`config.mk`:
```
export PLATFORM = sky130hd
export DESIGN_NAME = mgc_ctrl
export DESIGN_NICKNAME = d
export VERILOG_FILES = /design/src/rtl/mgc_pkg.sv /design/src/rtl/mgc_ctrl.sv
export SDC_FILE = /design/constraint.sdc
export NUM_CORES = 1
export LEC_CHECK = 0
export BUFFER_PORTS_ARGS = -buffer_cell sky130_fd_sc_hd__buf_2
export CORE_ASPECT_RATIO = 1.5
export CORE_UTILIZATION = 40
export DETAILED_ROUTE_END_ITERATION = 7
export GPL_ROUTABILITY_DRIVEN = 0
export MAX_ROUTING_LAYER = met4
export PLACE_DENSITY = 0.67
export SLEW_MARGIN = 5
export SYNTH_ARGS = -nofsm -noshare
export SYNTH_HDL_FRONTEND = slang
export SYNTH_SLANG_ARGS = --single-unit
```
`constraint.sdc`:
```
create_clock -name clk -period 5.2 [get_ports clk]
set_clock_uncertainty 0.1 [all_clocks]
set_input_delay 1.04 -clock clk [delete_from_list [all_inputs] [get_ports clk]]
set_output_delay 1.04 -clock clk [all_outputs]
set_load 0.05 [all_outputs]
```
`src/rtl/mgc_pkg.sv`:
```
package mgc_pkg;

  // Strobes from control to the slot datapath
  typedef struct packed {
    logic alloc;   // write a new request into the slot at allocSlot
    logic credit;  // add one grant to the slot at creditSlot
  } slotStrobes_t;

endpackage

```
`src/rtl/mgc_ctrl.sv`:
```
module mgc_ctrl
  import mgc_pkg::*;
#(
  parameter  int DEPTH = 8,
  parameter  int CW    = 8,
  localparam int PW    = $clog2(DEPTH),
  localparam int CNTW  = PW + 1
) (
  input  logic             clk,
  input  logic             rst,
  input  logic             req,
  input  logic [CW-1:0]    reqCount,
  input  logic             gnt,
  input  logic [DEPTH-1:0] hungry,
  input  logic [DEPTH-1:0] oneLeft,
  input  logic [DEPTH-1:0] lastCycle,
  output slotStrobes_t     st,
  output logic [PW-1:0]    allocSlot,
  output logic [1:0]       allocCredit,
  output logic [PW-1:0]    creditSlot,
  output logic             passPulse,
  output logic             failPulse,
  output logic [PW-1:0]    verdictSlot,
  output logic             strayGnt,
  output logic             overflowFlag
);

  logic            reqPrev, reqEdge, full, alloc, retire;
  logic            found, histNew, histOld, consumeNew, consumeOld, headPass;
  logic [PW-1:0]   head, tail, tgt;
  logic [CNTW-1:0] count;
  logic [1:0]      avail, take;

  assign reqEdge = req & ~reqPrev;
  assign full    = count == CNTW'(DEPTH);
  assign alloc   = reqEdge & ~full;
  assign retire  = (count != '0) & lastCycle[head];

  // Oldest live request still short of grants, searched from head
  always_comb begin
    logic [PW-1:0] idx;
    found = 1'b0;
    tgt   = '0;
    for (int k = 0; k < DEPTH; k++) begin
      idx = head + PW'(k);
      if (!found && CNTW'(k) < count && hungry[idx]) begin
        found = 1'b1;
        tgt   = idx;
      end
    end
  end

  // Early grants: take up to the required count, oldest entry first
  assign avail      = {1'b0, histOld} + {1'b0, histNew};
  assign take       = (reqCount >= CW'(avail)) ? avail : reqCount[1:0];
  assign consumeOld = alloc & histOld & (take != 2'd0);
  assign consumeNew = alloc & histNew & ((take == 2'd2) | ((take == 2'd1) & ~histOld));

  assign headPass = ~hungry[head] | (oneLeft[head] & gnt & found & (tgt == head));

  assign st.alloc    = alloc;
  assign st.credit   = gnt & found;
  assign allocSlot   = tail;
  assign allocCredit = take;
  assign creditSlot  = tgt;

  always_ff @(posedge clk) begin
    if (rst) begin
      reqPrev      <= 1'b0;
      head         <= '0;
      tail         <= '0;
      count        <= '0;
      histNew      <= 1'b0;
      histOld      <= 1'b0;
      passPulse    <= 1'b0;
      failPulse    <= 1'b0;
      verdictSlot  <= '0;
      strayGnt     <= 1'b0;
      overflowFlag <= 1'b0;
    end else begin
      reqPrev      <= req;
      head         <= head + PW'(retire);
      tail         <= tail + PW'(alloc);
      count        <= count + CNTW'(alloc) - CNTW'(retire);
      histNew      <= gnt & ~found;
      histOld      <= histNew & ~consumeNew;
      strayGnt     <= histOld & ~consumeOld;
      passPulse    <= retire & headPass;
      failPulse    <= retire & ~headPass;
      verdictSlot  <= head;
      overflowFlag <= overflowFlag | (reqEdge & full);
    end
  end

endmodule

```
==> out/metrics.yaml, run 1 <==
die:
  fp.dieH_um: 91.0
  ios: 53
  start_util: 0.412
  die_w_um: 61.3
  coreArea_mm2: 0.00512
  dieArea_mm2: 0.00558
  row_count: 32
power:
  ir_drop_v: 0.000481
  powerDensity_mw_per_mm2: 659
  leakage_nw: 1.08
finish:
  fin_cells: 342
  fin_nets: 328
  drive_gt1_frac: 0.336
  antenna_cells: 0
  fillCellCount: 539
  area_growth_pct: 16.5
clock_tree:
  ctsHtreeMaxLevel: 1
  cts_hold_buf: 0
  worstSkewPairLatency_ns: 0.26
  cts_tree: "done"
  cts-root-buf: "clkbuf_8"
  cts_resized: 0
  clock_path_buffers: 2
  path_clk_slew_ns: 0.07
  post_cts_buffers: 0
  numCtsBuffers: 3
  cts_sinks: 20
place:
  port_buffers: 52
  dp_cells: 338
  hpwl_um: 4020
synthesis:
  synth_area_per_cell_um2: 9.26
  ys_warn_count: 0
  yosys.area_share.adder: 0.104
  synth_fp_nets: 281
  muxShareOfSynthArea: 0.214
  ys.flop_type: "dfxtp_1"
  synthCells: 228
  synth_top_family_by_area: "simple AND/OR/NAND/NOR gates"
  synth_top_area_frac: 0.190
  yosys.area_share.simple: 0.231
  synth-async-reset-ratio: 0
  synthTopCellsByCount: "nor2_1 (21), dfxtp_1 (20), nand2_1 (19)"
  synth_xor_area_frac: 0.0290
  ys_top_cells_by_area: "dfxtp_1 (19%), mux4_2 (14%), ha_1 (9.5%)"
  ys_types: 64
  ys_ff_latch: 20
  synth_top_cell_by_area: "dfxtp_1"
  synth_edf_count: 0
  synth_compound_area_frac: 0.166
  synth_area_mm2: 0.00211
  yosysMostFrequentCell: "nor2_1"
  yosysSeqAreaShare: 0.190
route:
  ant_nets: 0
  avgViaCountPerCell: 5.64
  drcViolationCount: 0
  totalWireLength_um: 4990
  vias: 1929
  drt_iter0_markers: 78
  wl_per_cell_um: 14.6
  drt-pass1-iter-count: 4
worst_setup_path:
  slowest_delay_ns: 0.59
  cp.arrival_ns: 3.48
  cp_max_fo: 9
  worstPathRequired_ns: 4.06
  path_class: "flip-flop to output pin"
  start_kind: "flip-flop"
  cp_cell_sequence: "clkinv_1 -> ha_1 -> mux4_2 -> mux2_4 -> o2bb2ai_4 -> nor4b_4 -> and2_2 -> o2bb2ai_1 -> buf_2"
  slowest_stage: "mux4_2"
  end_kind: "output pin"
run:
  maxCapViolCount: 0
global_route:
  grt_remaining_overflow: 0
  grt_pass1_vias: 1779
  grt_first_pass_wirelength_um: 7870
  gr-usage-all-layers: 0.189
  antenna_found_initial: 0
  grt_max_degree: 22
sta:
  fin_crit_sh: 0.888
  holdWs_ns: 0.386
  setup_viol: 0
  worstMarginPinSlew_ns: 0.794
  finalHoldViolCount: 0
  fmax_mhz: 217
  finalSetupTns_ns: 0
  final_max_slew_viol_count: 0
  rsz0062_at_grt: "no"
  max_slew_margin: 0.470
  min_period_ns: 4.62
status:
  outcome: "finished, final reports clean"
hold_path:
  hp-class: "flip-flop to flip-flop"
critical path: cells and delay by family, from the launching register on:
kind / cells / cell delay [ns]
AOI/OAI and AO/OA: 2 / 0.26
adders and majority gates: 1 / 0.56
buffers and inverters: 2 / 0.47
DFF: 1 / 0.34
and+or+nand+nor: 2 / 0.67
muxes: 2 / 0.90
registers in the layout, summed over array words and instances (netlist names):
register      cells
allocSlot         3
count             4
failPulse         1
head              3
histNew           1
histOld           1
overflowFlag      1
passPulse         1
reqPrev           1
strayGnt          1
verdictSlot       3
power by group:
part           switching (mW)  leakage, nW  internal (mW)
registers              0.0232        0.164          0.187
clock network          0.0515       0.0357          0.103
logic                   0.763        0.879          0.494
total                   0.838         1.08          0.783
metrics by stage:
step,worst slack (ns),instance area [µm²],util,power [mW]
CTS,0.597,2460,0.480,1.62
detailed placement,0.820,2390,0.466,1.46
finish,0.583,2460,0.480,1.62
global route,0.396,2460,0.480,1.75
global placement,0.822,2390,0.466,1.45
floorplan,0.668,2110,-,1.25
layer usage:
metal | GRT usage | vias to the layer above | part of all wire
met1 | 0.202 | 900 | 0.39
met3 | 0.0128 | 19 | 0.038
li1 | - | 943 | -
met4 | 0.110 | 0 | 0.039
met5 | - | - | 0
met2 | 0.324 | 67 | 0.53
final cells by class:
type / instances / area [µm²] / share of cell area
clock buffers: 3 / 41.3 / 0.0168
clock inverters: 1 / 30.0 / 0.0122
inverters: 15 / 56.3 / 0.0229
multi-input cells: 181 / 1570 / 0.639
flip-flops and latches: 20 / 400 / 0.163
well taps: 68 / 85.1 / 0.0346
repair buffers: 54 / 275 / 0.112
cell usage in the layout (no fill, tap or decap), types with 3 or more instances in the layout:
| cell | Yosys | layout |
|---|---|---|
| nor3b_1 | 4 | 4 |
| a21oi_1 | 5 | 5 |
| o211ai_1 | 3 | 3 |
| nand3_1 | 3 | 3 |
| mux2_2 | 3 | 3 |
| nand2_1 | 19 | 19 |
| nor2_1 | 21 | 21 |
| xnor2_1 | 5 | 5 |
| inv_1 | 14 | 14 |
| a221oi_1 | 3 | 3 |
| mux4_2 | 13 | 13 |
| nor3_1 | 3 | 3 |
| nor2b_1 | 12 | 12 |
| a31oi_1 | 3 | 3 |
| o21ai_0 | 4 | 4 |
| dfxtp_1 | 20 | 20 |
| buf_2 | 1 | 52 |
| clkbuf_8 | 0 | 3 |
| ha_1 | 16 | 16 |
| mux2i_1 | 11 | 11 |
| and2_2 | 5 | 5 |
path summary, 6_finish.rpt:
path	start	slack [ns]	cells past startpoint	end
max	head[1]$_SDFF_PP0_	0.58	9	creditSlot[2]
min	histNew$_SDFF_PP0_	0.39	1	histOld$_SDFF_PP0_
min reg2reg	histNew$_SDFF_PP0_	0.39	1	histOld$_SDFF_PP0_
max reg2reg	head[1]$_SDFF_PP0_	1.34	10	passPulse$_SDFF_PP0_
cells by family after synthesis:
group	count (synthesis)
compound gates	42
xor+xnor	7
fa+ha+maj	17
buf+inv	27
flops	20
mux	28
simple gates	87
(Power assumes the default switching activity.)
==> run 2, diff against run 1 <==
--- a/config.mk
+++ b/config.mk
@@ -11,7 +11,7 @@
 export DETAILED_ROUTE_END_ITERATION = 7
 export GPL_ROUTABILITY_DRIVEN = 0
 export MAX_ROUTING_LAYER = met4
-export PLACE_DENSITY = 0.67
+export PLACE_DENSITY = 0.61
 export SLEW_MARGIN = 5
 export SYNTH_ARGS = -nofsm -noshare
 export SYNTH_HDL_FRONTEND = slang
==> run 2 against run 1 <==
Against the previous run: design area fell by 0.36%; die area did not move; total power fell by 1.9%; worst setup slack got worse by 0.033 ns; register-to-register slack got worse by 0.05 ns; non-clock buffer count rose by 1; utilization fell by 0.17 points; global-route usage rose by 1.8 points; hold slack improved by 0.0022 ns; sequential share of layout area rose by 0.058 points; via count fell by 0.47%; routed wire length rose by 2.8%; highest routed layer unchanged.
==> out/metrics.yaml, run 2 (synthesized netlist as in run 1, its figures left out) <==
route:
  vias: 1920  # was 1,929
  ant_nets: 0  # unchanged
  avgViaCountPerCell: 5.60  # was 5.64
  drcViolationCount: 0  # unchanged
  drt-pass1-iter-count: 4  # unchanged
  totalWireLength_um: 5130  # was 4990 µm
  drt_iter0_markers: 50  # was 78
  wl_per_cell_um: 14.9  # was 14.6 µm
clock_tree:
  cts-root-buf: "clkbuf_8"  # unchanged
  ctsHtreeMaxLevel: 1  # unchanged
  worstSkewPairLatency_ns: 0.25  # was 0.26 ns
  numCtsBuffers: 3  # unchanged
  clock_path_buffers: 2  # unchanged
  cts_sinks: 20  # unchanged
  path_clk_slew_ns: 0.07  # about the same
  post_cts_buffers: 0  # unchanged
  cts_resized: 0  # unchanged
  cts_tree: "done"  # unchanged
  cts_hold_buf: 0  # unchanged
status:
  outcome: "finished, final reports clean"  # unchanged
finish:
  area_growth_pct: 16.1  # was 16.5%
  final_cell_mix: "buf_2 (52), nor2_1 (21), dfxtp_1 (20), nand2_1 (19), ha_1 (16)"  # unchanged
  largest_reg_flops: 4  # unchanged
  max_flop_register: "count"  # unchanged
  fillCellCount: 529  # was 539
  antenna_cells: 0  # unchanged
  mostFrequentLayoutCell: "buf_2"  # unchanged
  drive_gt1_frac: 0.338  # was 0.336
  fin_nets: 329  # was 328
global_route:
  grt_pass1_vias: 1817  # was 1,779
  grt_first_pass_wirelength_um: 8490  # was 7870 µm
  grt_remaining_overflow: 0  # unchanged
  antenna_found_initial: 0  # unchanged
  gr-usage-all-layers: 0.207  # was 0.189
  grt_max_degree: 22  # unchanged
worst_setup_path:
  rrSetupSlack_ns: 1.29  # was 1.34 ns
  cp.arrival_ns: 3.51  # was 3.48 ns
  start_kind: "flip-flop"  # unchanged
  r2r_cells: 10  # unchanged
  path_class: "flip-flop to output pin"  # unchanged
  regToRegStartpoint: "head[1]$_SDFF_PP0_"  # unchanged
  end_kind: "output pin"  # unchanged
  worstPathRequired_ns: 4.06  # about the same
  crit_end: "creditSlot[0]"  # was creditSlot[2]
  reg2reg_to: "passPulse$_SDFF_PP0_"  # unchanged
  crit_start: "head[1]$_SDFF_PP0_"  # unchanged
  cp_max_fo: 9  # unchanged
sta:
  worstMarginPinSlew_ns: 0.502  # was 0.794 ns
  finalHoldViolCount: 0  # unchanged
  fmax_mhz: 215  # was 217 MHz
  finalSetupTns_ns: 0  # unchanged
  fin_crit_sh: 0.894  # was 0.888
  final_max_slew_viol_count: 0  # unchanged
  min_period_ns: 4.65  # was 4.62 ns
  rsz0062_at_grt: "no"  # unchanged
  setup_viol: 0  # unchanged
  max_slew_margin: 0.661  # was 0.470
die:
  row_count: 32  # unchanged
  ios: 53  # unchanged
  die_w_um: 61.3  # unchanged
  dieArea_mm2: 0.00558  # unchanged
  start_util: 0.412  # unchanged
  coreArea_mm2: 0.00512  # unchanged
  fp.dieH_um: 91.0  # unchanged
power:
  ir_drop_v: 0.000400  # was 0.000481 V
  powerDensity_mw_per_mm2: 649  # was 659 mW/mm²
  leakage_nw: 1.08  # about the same
  power.total_mw: 1.59  # was 1.62 mW
place:
  port_buffers: 52  # unchanged
  hpwl_um: 4150  # was 4020 µm
run:
  maxCapViolCount: 0  # unchanged
hold_path:
  hp-class: "flip-flop to flip-flop"  # unchanged
[run 2: changes by cell type in the layout (fill, tap and decap cells not counted)]
| cell | delta |
|---|---|
| clkbuf_8 | +1 |
| buf_4 | +1 |
| bufinv_16 | -1 |
[run 2: stage by stage]
| stage | instances | hold WS (ns) | utilization | instance area (µm²) | setup slack (ns) |
|---|---|---|---|---|---|
| detailed placement | 339 | 0.381 | 0.467 | 2390 | 0.837 |
| finish | 343 | 0.388 | 0.478 | 2450 | 0.549 |
| CTS | 343 | 0.398 | 0.478 | 2450 | 0.560 |
| global route | 343 | 0.407 | 0.478 | 2450 | 0.326 |
| floorplan | 228 | 0.361 | - | 2110 | 0.668 |
| global placement | 339 | 0.357 | 0.467 | 2390 | 0.790 |
[run 2: how the worst min path moves through the flow]
| stage | start | end | cells after the start | slack, ns |
|---|---|---|---|---|
| after floorplan | histNew$_SDFF_PP0_ | histOld$_SDFF_PP0_ | 1 | 0.36 |
| after global placement | overflowFlag$_SDFF_PP0_ | overflowFlag$_SDFF_PP0_ | 2 | 0.36 |
| after detailed placement | overflowFlag$_SDFF_PP0_ | overflowFlag$_SDFF_PP0_ | 2 | 0.38 |
| after CTS | histOld$_SDFF_PP0_ | strayGnt$_SDFF_PP0_ | 1 | 0.40 |
| after global routing | histNew$_SDFF_PP0_ | histOld$_SDFF_PP0_ | 1 | 0.41 |
| final | overflowFlag$_SDFF_PP0_ | overflowFlag$_SDFF_PP0_ | 2 | 0.39 |
[run 2: layer usage]
metal / global-route usage / up-vias / part of all wire
met5: - / - / 0
met4: 0.0890 / 0 / 0.020
met3: 0.00997 / 6 / 0.033
met2: 0.351 / 59 / 0.54
met1: 0.244 / 909 / 0.41
li1: - / 946 / -
[run 2: area by class of cell]
| cell class | count | area (µm²) | area share |
|---|---|---|---|
| Sequential cell | 20 | 400 | 0.163 |
| Clock buffer | 4 | 55.1 | 0.0225 |
| Multi-Input combinational cell | 181 | 1570 | 0.641 |
| Timing Repair Buffer | 55 | 283 | 0.115 |
| Inverter | 15 | 56.3 | 0.0230 |
| Tap cell | 68 | 85.1 | 0.0347 |
[run 2: critical path, stage by stage (launching register included)]
cell and delay (ns):
dfxtp_1 0.33, clkinv_1 0.23, ha_1 0.58, mux4_2 0.60, mux2_4 0.31, o2bb2ai_4 0.16, nor4b_4 0.44, and2_2 0.21
o32a_1 0.14, buf_2 0.26
[run 2: power breakdown]
| part | leakage [nW] | internal (mW) | switching [mW] |
|---|---|---|---|
| Combinational | 0.884 | 0.496 | 0.770 |
| Clock | 0.0288 | 0.0673 | 0.0481 |
| Sequential | 0.164 | 0.187 | 0.0225 |
